[src/rtl/xlat_pkg.sv]
// Package: shared translation-kind type and its derivation from the two
// stage mode fields. Assumes a mode field value of zero means "bare".
package xlat_pkg;

    typedef enum logic [1:0] {
        KIND_BYPASS = 2'd0,
        KIND_STAGE1 = 2'd1,
        KIND_STAGE2 = 2'd2,
        KIND_NESTED = 2'd3
    } kind_e;

    // Map the two "stage active" indications onto a translation kind.
    function automatic kind_e kind_of(input logic s1_active, input logic s2_active);
        kind_e k;
        case ({s1_active, s2_active})
            2'b00:   k = KIND_BYPASS;
            2'b01:   k = KIND_STAGE2;
            2'b10:   k = KIND_STAGE1;
            default: k = KIND_NESTED;
        endcase
        return k;
    endfunction

endpackage

[src/rtl/xlat_key_match.sv]
// Module: full-key comparator for one entry. Reports equality of page,
// guest ID, process ID and translation kind. Validity and permission
// gating are left to the caller.
module xlat_key_match #(
    parameter int VPN_W = 44,
    parameter int GID_W = 16,
    parameter int PID_W = 20
) (
    input  logic [VPN_W-1:0]    e_vpn,
    input  logic [GID_W-1:0]    e_gid,
    input  logic [PID_W-1:0]    e_pid,
    input  xlat_pkg::kind_e     e_kind,
    input  logic [VPN_W-1:0]    k_vpn,
    input  logic [GID_W-1:0]    k_gid,
    input  logic [PID_W-1:0]    k_pid,
    input  xlat_pkg::kind_e     k_kind,
    output logic                eq
);
    // Compare all four key fields at once.
    always_comb begin
        eq = (e_vpn == k_vpn) && (e_gid == k_gid) &&
             (e_pid == k_pid) && (e_kind == k_kind);
    end
endmodule

[src/rtl/xlat_inval_match.sv]
// Module: per-entry invalidation filter. A decoded command gives the set
// of kinds it covers and which of guest ID, process ID and page must
// match. Assumes the caller gates the result with the entry's validity.
module xlat_inval_match #(
    parameter int VPN_W = 44,
    parameter int GID_W = 16,
    parameter int PID_W = 20
) (
    input  logic [VPN_W-1:0]    e_vpn,
    input  logic [GID_W-1:0]    e_gid,
    input  logic [PID_W-1:0]    e_pid,
    input  xlat_pkg::kind_e     e_kind,
    input  logic [3:0]          kind_mask,
    input  logic                chk_gid,
    input  logic                chk_pid,
    input  logic                chk_vpn,
    input  logic [VPN_W-1:0]    c_vpn,
    input  logic [GID_W-1:0]    c_gid,
    input  logic [PID_W-1:0]    c_pid,
    output logic                clr
);
    // Kind must be covered; each enabled field must also match.
    always_comb begin
        clr = kind_mask[e_kind] &&
              (!chk_gid || (e_gid == c_gid)) &&
              (!chk_pid || (e_pid == c_pid)) &&
              (!chk_vpn || (e_vpn == c_vpn));
    end
endmodule

[src/rtl/xlat_victim_sel.sv]
// Module: fill slot chooser. Priority: an existing live entry with the
// same key, then the lowest-index free slot, then the round-robin slot.
// Assumes dup_vec has at most one bit set.
module xlat_victim_sel #(
    parameter int ENTRIES = 8,
    localparam int PTR_W  = (ENTRIES > 1) ? $clog2(ENTRIES) : 1
) (
    input  logic                en,
    input  logic [ENTRIES-1:0]  dup_vec,
    input  logic [ENTRIES-1:0]  free_vec,
    input  logic [PTR_W-1:0]    rr_ptr,
    output logic [ENTRIES-1:0]  sel,
    output logic                rr_used
);
    logic [ENTRIES-1:0] low_free;

    // Isolate the lowest set bit of the free vector.
    always_comb begin
        low_free = '0;
        for (int i = ENTRIES - 1; i >= 0; i--) begin
            if (free_vec[i]) begin
                low_free    = '0;
                low_free[i] = 1'b1;
            end
        end
    end

    // Apply the priority order and report round-robin use.
    always_comb begin
        sel     = '0;
        rr_used = 1'b0;
        if (en) begin
            if (|dup_vec) begin
                sel = dup_vec;
            end else if (|free_vec) begin
                sel = low_free;
            end else begin
                sel[rr_ptr] = 1'b1;
                rr_used     = 1'b1;
            end
        end
    end
endmodule

[src/rtl/xlat_tag_tlb.sv]
// Module: fully associative translation cache whose entries carry a
// translation-kind tag. Lookup is combinational on the current state.
// Fill and invalidation take effect at the clock edge; a fill wins over
// an invalidation on the same slot. Assumes VPN_W + 10 <= 64.
module xlat_tag_tlb #(
    parameter int ENTRIES = 8,
    parameter int VPN_W   = 44,
    parameter int PPN_W   = 44,
    parameter int GID_W   = 16,
    parameter int PID_W   = 20,
    parameter int MODE_W  = 4,
    parameter int PERM_W  = 2
) (
    input  logic                clk,
    input  logic                rst_n,
    input  logic [VPN_W-1:0]    lk_vpn,
    input  logic [GID_W-1:0]    lk_gid,
    input  logic [PID_W-1:0]    lk_pid,
    input  logic [MODE_W-1:0]   lk_s1_mode,
    input  logic [MODE_W-1:0]   lk_s2_mode,
    output logic                lk_hit,
    output logic [PPN_W-1:0]    lk_ppn,
    output logic [PERM_W-1:0]   lk_perm,
    input  logic                fl_valid,
    input  logic [VPN_W-1:0]    fl_vpn,
    input  logic [GID_W-1:0]    fl_gid,
    input  logic [PID_W-1:0]    fl_pid,
    input  logic [MODE_W-1:0]   fl_s1_mode,
    input  logic [MODE_W-1:0]   fl_s2_mode,
    input  logic [PPN_W-1:0]    fl_ppn,
    input  logic [PERM_W-1:0]   fl_perm,
    input  logic                cmd_valid,
    input  logic                cmd_stage2,
    input  logic                cmd_by_guest,
    input  logic                cmd_by_addr,
    input  logic                cmd_by_proc,
    input  logic [GID_W-1:0]    cmd_gid,
    input  logic [PID_W-1:0]    cmd_pid,
    input  logic [63:0]         cmd_addr_word,
    output logic                cmd_done,
    output logic                cmd_illegal
);
    import xlat_pkg::*;

    localparam int PTR_W    = (ENTRIES > 1) ? $clog2(ENTRIES) : 1;
    localparam int ADDR_LSB = 10;  // word << 2, then drop 12 page-offset bits

    // Entry storage
    logic [ENTRIES-1:0]             valid_q;
    logic [ENTRIES-1:0][PERM_W-1:0] perm_q;
    logic [ENTRIES-1:0][1:0]        kind_q;
    logic [ENTRIES-1:0][VPN_W-1:0]  vpn_q;
    logic [ENTRIES-1:0][GID_W-1:0]  gid_q;
    logic [ENTRIES-1:0][PID_W-1:0]  pid_q;
    logic [ENTRIES-1:0][PPN_W-1:0]  ppn_q;
    logic [PTR_W-1:0]               rr_ptr_q;
    logic                           done_q;
    logic                           illegal_q;

    // Per-entry match results
    logic [ENTRIES-1:0] lk_eq, fl_eq, inv_eq;
    logic [ENTRIES-1:0] live, lk_hit_vec, dup_vec, free_vec, inval_vec;
    logic [ENTRIES-1:0] fill_sel;
    logic               rr_used;

    kind_e lk_kind, fl_kind;

    // Decoded command
    logic             cmd_legal, inval_en;
    logic [3:0]       kind_mask;
    logic             chk_gid, chk_pid, chk_vpn;
    logic [VPN_W-1:0] cmd_vpn;

    // Kinds of the lookup and fill requests from their mode fields.
    always_comb begin
        lk_kind = kind_of(|lk_s1_mode, |lk_s2_mode);
        fl_kind = kind_of(|fl_s1_mode, |fl_s2_mode);
    end

    // Decode the command into covered kinds and field checks.
    always_comb begin
        cmd_legal = !(cmd_stage2 && cmd_by_proc);
        inval_en  = cmd_valid && cmd_legal;
        cmd_vpn   = cmd_addr_word[VPN_W+ADDR_LSB-1:ADDR_LSB];
        kind_mask = '0;
        if (cmd_stage2) begin
            kind_mask[KIND_STAGE2] = 1'b1;
            kind_mask[KIND_NESTED] = 1'b1;
        end else if (cmd_by_guest) begin
            kind_mask[KIND_NESTED] = 1'b1;
        end else begin
            kind_mask[KIND_STAGE1] = 1'b1;
        end
        chk_gid = cmd_by_guest;
        chk_pid = !cmd_stage2 && cmd_by_proc;
        chk_vpn = cmd_by_addr && (!cmd_stage2 || cmd_by_guest);
    end

    // Per-entry comparators and storage.
    for (genvar i = 0; i < ENTRIES; i++) begin : g_ent
        xlat_key_match #(.VPN_W(VPN_W), .GID_W(GID_W), .PID_W(PID_W)) u_lk (
            .e_vpn(vpn_q[i]), .e_gid(gid_q[i]), .e_pid(pid_q[i]),
            .e_kind(kind_e'(kind_q[i])),
            .k_vpn(lk_vpn), .k_gid(lk_gid), .k_pid(lk_pid), .k_kind(lk_kind),
            .eq(lk_eq[i])
        );

        xlat_key_match #(.VPN_W(VPN_W), .GID_W(GID_W), .PID_W(PID_W)) u_fl (
            .e_vpn(vpn_q[i]), .e_gid(gid_q[i]), .e_pid(pid_q[i]),
            .e_kind(kind_e'(kind_q[i])),
            .k_vpn(fl_vpn), .k_gid(fl_gid), .k_pid(fl_pid), .k_kind(fl_kind),
            .eq(fl_eq[i])
        );

        xlat_inval_match #(.VPN_W(VPN_W), .GID_W(GID_W), .PID_W(PID_W)) u_inv (
            .e_vpn(vpn_q[i]), .e_gid(gid_q[i]), .e_pid(pid_q[i]),
            .e_kind(kind_e'(kind_q[i])),
            .kind_mask(kind_mask), .chk_gid(chk_gid), .chk_pid(chk_pid),
            .chk_vpn(chk_vpn), .c_vpn(cmd_vpn), .c_gid(cmd_gid), .c_pid(cmd_pid),
            .clr(inv_eq[i])
        );

        // Classify the entry for lookup, fill and invalidation.
        always_comb begin
            live[i]       = valid_q[i] && (perm_q[i] != '0);
            lk_hit_vec[i] = live[i] && lk_eq[i];
            dup_vec[i]    = live[i] && fl_eq[i];
            free_vec[i]   = !live[i];
            inval_vec[i]  = inval_en && valid_q[i] && inv_eq[i];
        end

        // Control state: fill writes, else invalidation clears permission.
        always_ff @(posedge clk) begin
            if (!rst_n) begin
                valid_q[i] <= 1'b0;
                perm_q[i]  <= '0;
                kind_q[i]  <= KIND_BYPASS;
            end else if (fill_sel[i]) begin
                valid_q[i] <= 1'b1;
                perm_q[i]  <= fl_perm;
                kind_q[i]  <= fl_kind;
            end else if (inval_vec[i]) begin
                perm_q[i]  <= '0;
            end
        end

        // Payload state: written only by a fill into this slot.
        always_ff @(posedge clk) begin
            if (fill_sel[i]) begin
                vpn_q[i] <= fl_vpn;
                gid_q[i] <= fl_gid;
                pid_q[i] <= fl_pid;
                ppn_q[i] <= fl_ppn;
            end
        end
    end

    xlat_victim_sel #(.ENTRIES(ENTRIES)) u_victim (
        .en(fl_valid), .dup_vec(dup_vec), .free_vec(free_vec),
        .rr_ptr(rr_ptr_q), .sel(fill_sel), .rr_used(rr_used)
    );

    // Merge the hit entry's payload onto the lookup outputs.
    always_comb begin
        lk_hit  = |lk_hit_vec;
        lk_ppn  = '0;
        lk_perm = '0;
        for (int i = 0; i < ENTRIES; i++) begin
            if (lk_hit_vec[i]) begin
                lk_ppn  = lk_ppn | ppn_q[i];
                lk_perm = lk_perm | perm_q[i];
            end
        end
    end

    // Round-robin pointer: advances only when it supplied the victim.
    always_ff @(posedge clk) begin
        if (!rst_n) begin
            rr_ptr_q <= '0;
        end else if (rr_used) begin
            rr_ptr_q <= (rr_ptr_q == PTR_W'(ENTRIES - 1)) ? '0 : rr_ptr_q + 1'b1;
        end
    end

    // Completion and illegal-command pulses, one cycle after the command.
    always_ff @(posedge clk) begin
        if (!rst_n) begin
            done_q    <= 1'b0;
            illegal_q <= 1'b0;
        end else begin
            done_q    <= inval_en;
            illegal_q <= cmd_valid && !cmd_legal;
        end
    end

    assign cmd_done    = done_q;
    assign cmd_illegal = illegal_q;

endmodule

[config.mk]
export PLATFORM = sky130hd
export DESIGN_NAME = xlat_tag_tlb
export DESIGN_NICKNAME = d
export VERILOG_FILES = /design/src/rtl/xlat_pkg.sv /design/src/rtl/xlat_key_match.sv /design/src/rtl/xlat_inval_match.sv /design/src/rtl/xlat_victim_sel.sv /design/src/rtl/xlat_tag_tlb.sv
export SDC_FILE = /design/constraint.sdc
export NUM_CORES = 2
export LEC_CHECK = 0
export BUFFER_PORTS_ARGS = -buffer_cell sky130_fd_sc_hd__buf_2
export CAP_MARGIN = 10
export CORE_UTILIZATION = 61
export CTS_BUF_LIST = sky130_fd_sc_hd__clkbuf_8 sky130_fd_sc_hd__clkbuf_16
export DETAILED_ROUTE_END_ITERATION = 10
export PLACE_DENSITY = 0.8
export SYNTH_ARGS = -nofsm -noshare
export SYNTH_HDL_FRONTEND = slang
export SYNTH_HIERARCHICAL = 1
export SYNTH_SLANG_ARGS = --single-unit
[constraint.sdc]
create_clock -name clk -period 19.87 [get_ports clk]
set_input_delay 3.974 -clock clk [delete_from_list [all_inputs] [get_ports clk]]
set_output_delay 3.974 -clock clk [all_outputs]
set_load 0.01 [all_outputs]
### Yosys cells after proc, flatten, opt, wreduce, memory -nomap -nowiden

Cells that the tools add are included.
Widths: inputs -> output; s select.

| word-level totals | value |
|---|---|
| register bits after elaboration | 1037 |
| output and inout port bits | 49 |
| word-level logic and storage cells | 430 |

| cells by class | value |
|---|---|
| add/subtract/negate cells | 1 |
| order comparisons | 10 |
| equality and inequality tests | 93 |
| muxes and demuxes | 72 |
| bitwise gates (word level) | 14 |
| reductions and logical operators | 181 |

Operators by type and width:

| cell | number |
|---|---|
| $eq 44x44->1 | 24 |
| $eq 20x20->1 | 24 |
| $eq 16x16->1 | 24 |
| $mux 44 | 8 |
| $or 44x44->44 | 7 |
| $logic_and 1x1->1 | 118 |
| $mux 8 | 11 |
| $mux 2 | 24 |
| $eq 2x2->1 | 16 |
| $reduce_bool 2->1 | 16 |
| $logic_or 1x1->1 | 25 |
| $lt 2x3->1 const B | 8 |
| $reduce_or 8->1 | 3 |
| $mux 1 | 17 |
| $bmux 1 s2 | 8 |
| $reduce_or 4->1 | 4 |
| $or 2x2->2 | 7 |
| $logic_not 1->1 | 13 |
| $pmux 2 s3 | 2 |
| $eq 2x1->1 const B | 2 |
| $eq 2x2->1 const B | 2 |
| $logic_not 2->1 | 2 |
| $lt 3x4->1 const B | 1 |
| $add 3x1->3 const B | 1 |
| 4 further kinds | 4 |

### Longest topological paths before layout

| depth | value |
|---|---|
| depth in word-level cells | 21 |
| mapped depth | 16 |
| mapped depth without buffers | 15 |

### Hierarchy

The synthesis kept the hierarchy.

Modules (own cells, without submodules):

| module | instances | cells each | area an instance (µm²) |
|---|---|---|---|
| xlat_tag_tlb | 1 | 1461 | 33458.3 |
| xlat_key_match | 16 | 111 | 907.1 |
| xlat_inval_match | 8 | 110 | 908.4 |
| xlat_victim_sel | 1 | 49 | 320.3 |

### Worst setup path before layout

No wires, ideal clock.

| timing | value |
|---|---|
| kind | input to register |
| start | input port fl_s1_mode[1] |
| end | register kind_q[4] in the netlist's numbering |
| arrival time | 16.340 ns |
| path slack | 3.445 ns |
| stages on the path | 15 |
| buffers on the path | 1 |
| cells stage by stage | nor4_2 inv_1 xor2_1 nor4_1 nand4_1 nor4_1 and3_1 inv_1 nor2_1 nor4_2 and2_1 a311oi_1 buf_1 nor2_1 a211oi_1 |

| on the way | value |
|---|---|
| word-level cells in the longest chain between the ends | 9 |

Ends and longest elaborated chain:

| item | line | RTL |
|---|---|---|
| start: declaration | xlat_tag_tlb.sv:28 | `input logic [MODE_W-1:0] fl_s1_mode,` |
| $reduce_or 4->1 (*) | xlat_tag_tlb.sv:77 | `fl_kind = kind_of(\|fl_s1_mode, \|fl_s2_mode);` |
| $eq 2x2->1 (tied with other cells) | xlat_pkg.sv:15 | `case ({s1_active, s2_active})` |
| $pmux 2 s3 (*) | xlat_pkg.sv:15 |  |
| net fl_kind[0] | xlat_tag_tlb.sv:66 | `kind_e lk_kind, fl_kind;` |
| $eq 2x2->1 (*) | xlat_key_match.sv:22 | `(e_pid == k_pid) && (e_kind == k_kind);` |
| $logic_and 1x1->1 (*) | xlat_key_match.sv:22 |  |
| net fl_eq[0] | xlat_tag_tlb.sv:61 | `logic [ENTRIES-1:0] lk_eq, fl_eq, inv_eq;` |
| $logic_and 1x1->1 (*) | xlat_tag_tlb.sv:127 | `dup_vec[i] = live[i] && fl_eq[i];` |
| net dup_vec[0] | xlat_tag_tlb.sv:62 | `logic [ENTRIES-1:0] live, lk_hit_vec, dup_vec, free_vec, inval_vec;` |
| $reduce_or 8->1 (*) | xlat_victim_sel.sv:33 | `if (\|dup_vec) begin` |
| $mux 8 (*) | xlat_victim_sel.sv:33 |  |
| $mux 8 (*) | xlat_victim_sel.sv:32 | `if (en) begin` |
| net fill_sel[2] | xlat_tag_tlb.sv:63 | `logic [ENTRIES-1:0] fill_sel;` |
| end signal: indexed assignment | xlat_tag_tlb.sv:141 | `kind_q[i] <= fl_kind;` |
| end: declaration | xlat_tag_tlb.sv:51 | `logic [ENTRIES-1:0][1:0] kind_q;` |

Mark *: on every way through the listed nets, which the timed path passes. The rest lies on a longest branch.
A chain may end at the register's enable or synchronous reset.

### Final worst setup path

| timing | value |
|---|---|
| start | input port lk_s2_mode[1] |
| end | output port lk_ppn[5] |

RTL lines:

| item | line | RTL |
|---|---|---|
| start: declaration | xlat_tag_tlb.sv:20 | `input logic [MODE_W-1:0] lk_s2_mode,` |
| $reduce_or 4->1 (*) | xlat_tag_tlb.sv:76 | `lk_kind = kind_of(\|lk_s1_mode, \|lk_s2_mode);` |
| $eq 2x2->1 (tied with other cells) | xlat_pkg.sv:15 |  |
| $pmux 2 s3 (*) | xlat_pkg.sv:15 |  |
| net lk_kind[1] | xlat_tag_tlb.sv:66 |  |
| $eq 2x2->1 (*) | xlat_key_match.sv:22 |  |
| $logic_and 1x1->1 (*) | xlat_key_match.sv:22 |  |
| net lk_eq[2] | xlat_tag_tlb.sv:61 |  |
| $logic_and 1x1->1 (*) | xlat_tag_tlb.sv:126 | `lk_hit_vec[i] = live[i] && lk_eq[i];` |
| [... 3 more ...] | - |  |
| $or 44x44->44 | xlat_tag_tlb.sv:170 | `lk_ppn = lk_ppn \| ppn_q[i];` |
| $mux 44 (*) | xlat_tag_tlb.sv:169 | `if (lk_hit_vec[i]) begin` |
| $or 44x44->44 | xlat_tag_tlb.sv:170 |  |
| $mux 44 (*) | xlat_tag_tlb.sv:169 |  |
| $or 44x44->44 | xlat_tag_tlb.sv:170 |  |
| $mux 44 (*) | xlat_tag_tlb.sv:169 |  |
| $or 44x44->44 | xlat_tag_tlb.sv:170 |  |
| $mux 44 (*) | xlat_tag_tlb.sv:169 |  |
| end: declaration | xlat_tag_tlb.sv:22 | `output logic [PPN_W-1:0] lk_ppn,` |

Marks and branches as above.

==> results.yml <==
logic_synthesis:
  avgSynthCellArea_um2: 13.3
  synth_area_um2: 55600
  synth_largest_area_cell: "edfxtp_1"
  ys_warn_count: 6
  synth_top_area_share_pct: 53.6
  ys.flop_type: "edfxtp_1"
  async_flop_share_pct: 0
  synthCells: 4166
  ys_types: 52
  ys_ff_latch: 1037
  ys_seq_area_share_pct: 55.2
  synth_edf_count: 992
  yosys-top-cells-area: "edfxtp_1 54%, xnor2_1 16%, xor2_1 15%"
worst_setup_path:
  crit_path_end_kind: "primary output"
  crit_arrival_ns: 8.87
  path_cells: "buf_2 -> or4_1 -> xor2_1 -> nor4_1 -> nand4_1 -> nor4_1 -> and3_1 -> o211a_2 -> buf_4 -> a222oi_1 -> nand3_1 -> buf_2"
  path_class: "primary input to primary output"
  start_kind: "primary input"
  cp.required_ns: 15.90
  critPathTopFamily: "simple AND/OR/NAND/NOR gates"
  slowest_delay_ns: 0.88
  critPathBufInv: 3
  critPathMaxFanout: 36
  cp_slowest_cell: "nor4_1"
routing:
  routedLengthMet1_um: 76900
  drtAntennaViolNets: 0
  drt_iter0_drc: 6678
  finalWirelength_um: 220000
  vias: 40575
  wl_met2_um: 94600
  routed_via_density: 6.86
  wl_per_cell_um: 37.2
  highest_layer: "met5"
  firstDrtPassIters: 8
  dr_wl_met3_um: 29100
  drc: 0
global_route:
  grt_pass1_wl_um: 300000
  overflow: 0
  antenna_found_initial: 50
  grt_usage_pct: 47.1
  grt_max_degree: 64
  grt_pass1_vias: 38430
clock_tree:
  cts_buffer_depth: 3
  htree_levels: 3
  cts_sinks: 1037
  clkTransAtPathRegs_ns: 0.06
  clk_latency_ns: 0.74
  cts.repair.resized: 0
  cts_hold_buf: 0
  postCtsSetupRepairBufs: 0
  cts_tree: "built"
  cts_root_buffer: "clkbuf_16"
  cts_buffers: 107
place:
  portBuffers: 358
  dp_hpwl_um: 164000
  gp_congestion: 1.16
power_and_ir_drop:
  peakVddDrop_uv: 110
  powerDensity_nw_per_um2: 80.0
  power.leakage_nw: 20.4
sta:
  slew_viol_final: 0
  worst_pin_slew_ns: 1.39
  setup_viol: 0
  min_period_ns: 12.84
  clock_skew_ns: 0.0470
  hold_viol_final: 0
  setup_tns_ns: 0
  fmax_mhz: 77.9
  rsz0062_at_grt: "false"
  finalCritPeriodShare_pct: 64.6
  whs_ns: 0.502
  slew_headroom_pct: 6.46
floorplan:
  die_x_um: 304
  row_count: 110
  core_um2: 90100
  die_y_um: 304
  ios: 379
  dieArea_um2: 92300
  initial_core_util_pct: 61.6
cells_and_area:
  drive_above_1_share_pct: 13.0
  final_nets: 4960
  area_growth_pct: 12.8
status:
  status: "finished, final reports clean"
job:
  max_cap_viol_count: 0
worst_hold_path:
  holdCritPathClass: "flip-flop to flip-flop"
==> layout make-up <==
cell class / instances / area (um2)
tap: 1176 / 1470
multi-input combinational: 3033 / 24500
sequential: 1037 / 30700
inverter: 48 / 180
fill: 6403 / 27500
antenna: 26 / 65.1
clock inverter: 88 / 901
clock buffer: 109 / 2720
timing repair buffer: 401 / 2110
==> cells by family (layout without fill, tap and decap cells) <==
group	after synthesis	in the layout	synth area share, %
mux	11	11	0.378
buf+inv	103	646	0.838
other cells	1	34	0.00675
compound gates	267	267	3.99
fa+ha+maj	2	2	0.0450
flops	1037	1037	55.2
xor+xnor	1920	1920	30.3
simple gates	825	825	9.24
==> per-stage QoR <==
step | cells | setup slack [ns] | instance area [um2] | utilization, % | power [mW]
5_1_grt | 5902 | 7.24 | 62600 | 69.5 | 5.12
6_report | 5918 | 7.03 | 62700 | 69.5 | 5.02
3_5_place_dp | 5695 | 7.40 | 59000 | 65.4 | 2.97
2_1_floorplan | 4173 | 3.44 | 55600 | - | 2.70
4_1_cts | 5892 | 7.32 | 62600 | 69.5 | 5.00
3_3_place_gp | 5695 | 7.45 | 59000 | 65.4 | 2.96
==> synthesized netlist by cell type (all sizes together) (3+ instances only) <==
cell type / number
a211oi: 17
a21oi: 20
a221oi: 27
a222oi: 90
a22oi: 46
a311oi: 3
and2: 3
and3: 18
buf: 32
clkbuf: 23
dfxtp: 45
edfxtp: 992
inv: 47
mux2i: 3
mux4: 8
nand2: 36
nand2b: 3
nand3: 65
nand4: 304
nor2: 50
nor2b: 17
nor3: 19
nor4: 296
o211a: 8
o21ai: 25
o22ai: 16
o41ai: 8
or4: 6
xnor2: 992
xor2: 928
==> worst min-delay path, stage by stage (launching register included) <==
cell     delay (ns)
dfxtp_1        0.33
nor2_1         0.09
nor2_1         0.04
==> report_power, final <==
group | switching, mW | total, mW | internal [mW]
registers | 0.0264 | 2.45 | 2.42
clock network | 0.896 | 2.08 | 1.18
logic | 0.333 | 0.495 | 0.162
total | 1.25 | 5.02 | 3.76
==> state kept, by name, indices dropped and copies added, names as in the netlist <==
signal / count
perm_q: 16
cmd_illegal: 1
kind_q: 16
gid_q: 128
cmd_done: 1
pid_q: 160
vpn_q: 352
valid_q: 8
ppn_q: 352
rr_ptr_q: 3
==> layout by cell type, fill, tap and decap left out, types with 14 or more instances in the layout <==
cell type,count
nor2_1,50
nor4_1,291
a222oi_1,90
o21ai_0,24
clkinv_1,20
nor3_1,18
dfxtp_1,45
nor2b_1,17
inv_1,68
o22ai_1,16
diode_2,26
nand4_4,16
clkbuf_16,108
a21oi_1,20
a221oi_1,18
buf_4,43
edfxtp_1,992
buf_2,358
xnor2_1,992
a22oi_1,46
xor2_1,928
bufinv_16,14
a211oi_1,16
and3_1,18
clkinv_2,21
nand3_1,65
nand4_1,288
nand2_1,36
==> final timing paths <==
| check | endpoint | slack (ns) | from | depth (start not counted) |
|---|---|---|---|---|
| setup / recovery | lk_ppn[5] | 7.03 | lk_s2_mode[1] | 12 |
| hold / removal | valid_q[1] | 0.50 | valid_q[1] | 2 |
| setup reg to reg | vpn_q[165] | 12.55 | gid_q[37] | 12 |
| hold reg to reg | valid_q[1] | 0.50 | valid_q[1] | 2 |
==> metal layers <==
metal | vias to the layer above | global-route usage, %
met3 | 668 | 13.5
met4 | 40 | 34.0
li1 | 16582 | -
met1 | 20052 | 60.3
met5 | - | 0
met2 | 3233 | 68.8
Power figures use the tool's default switching activity.
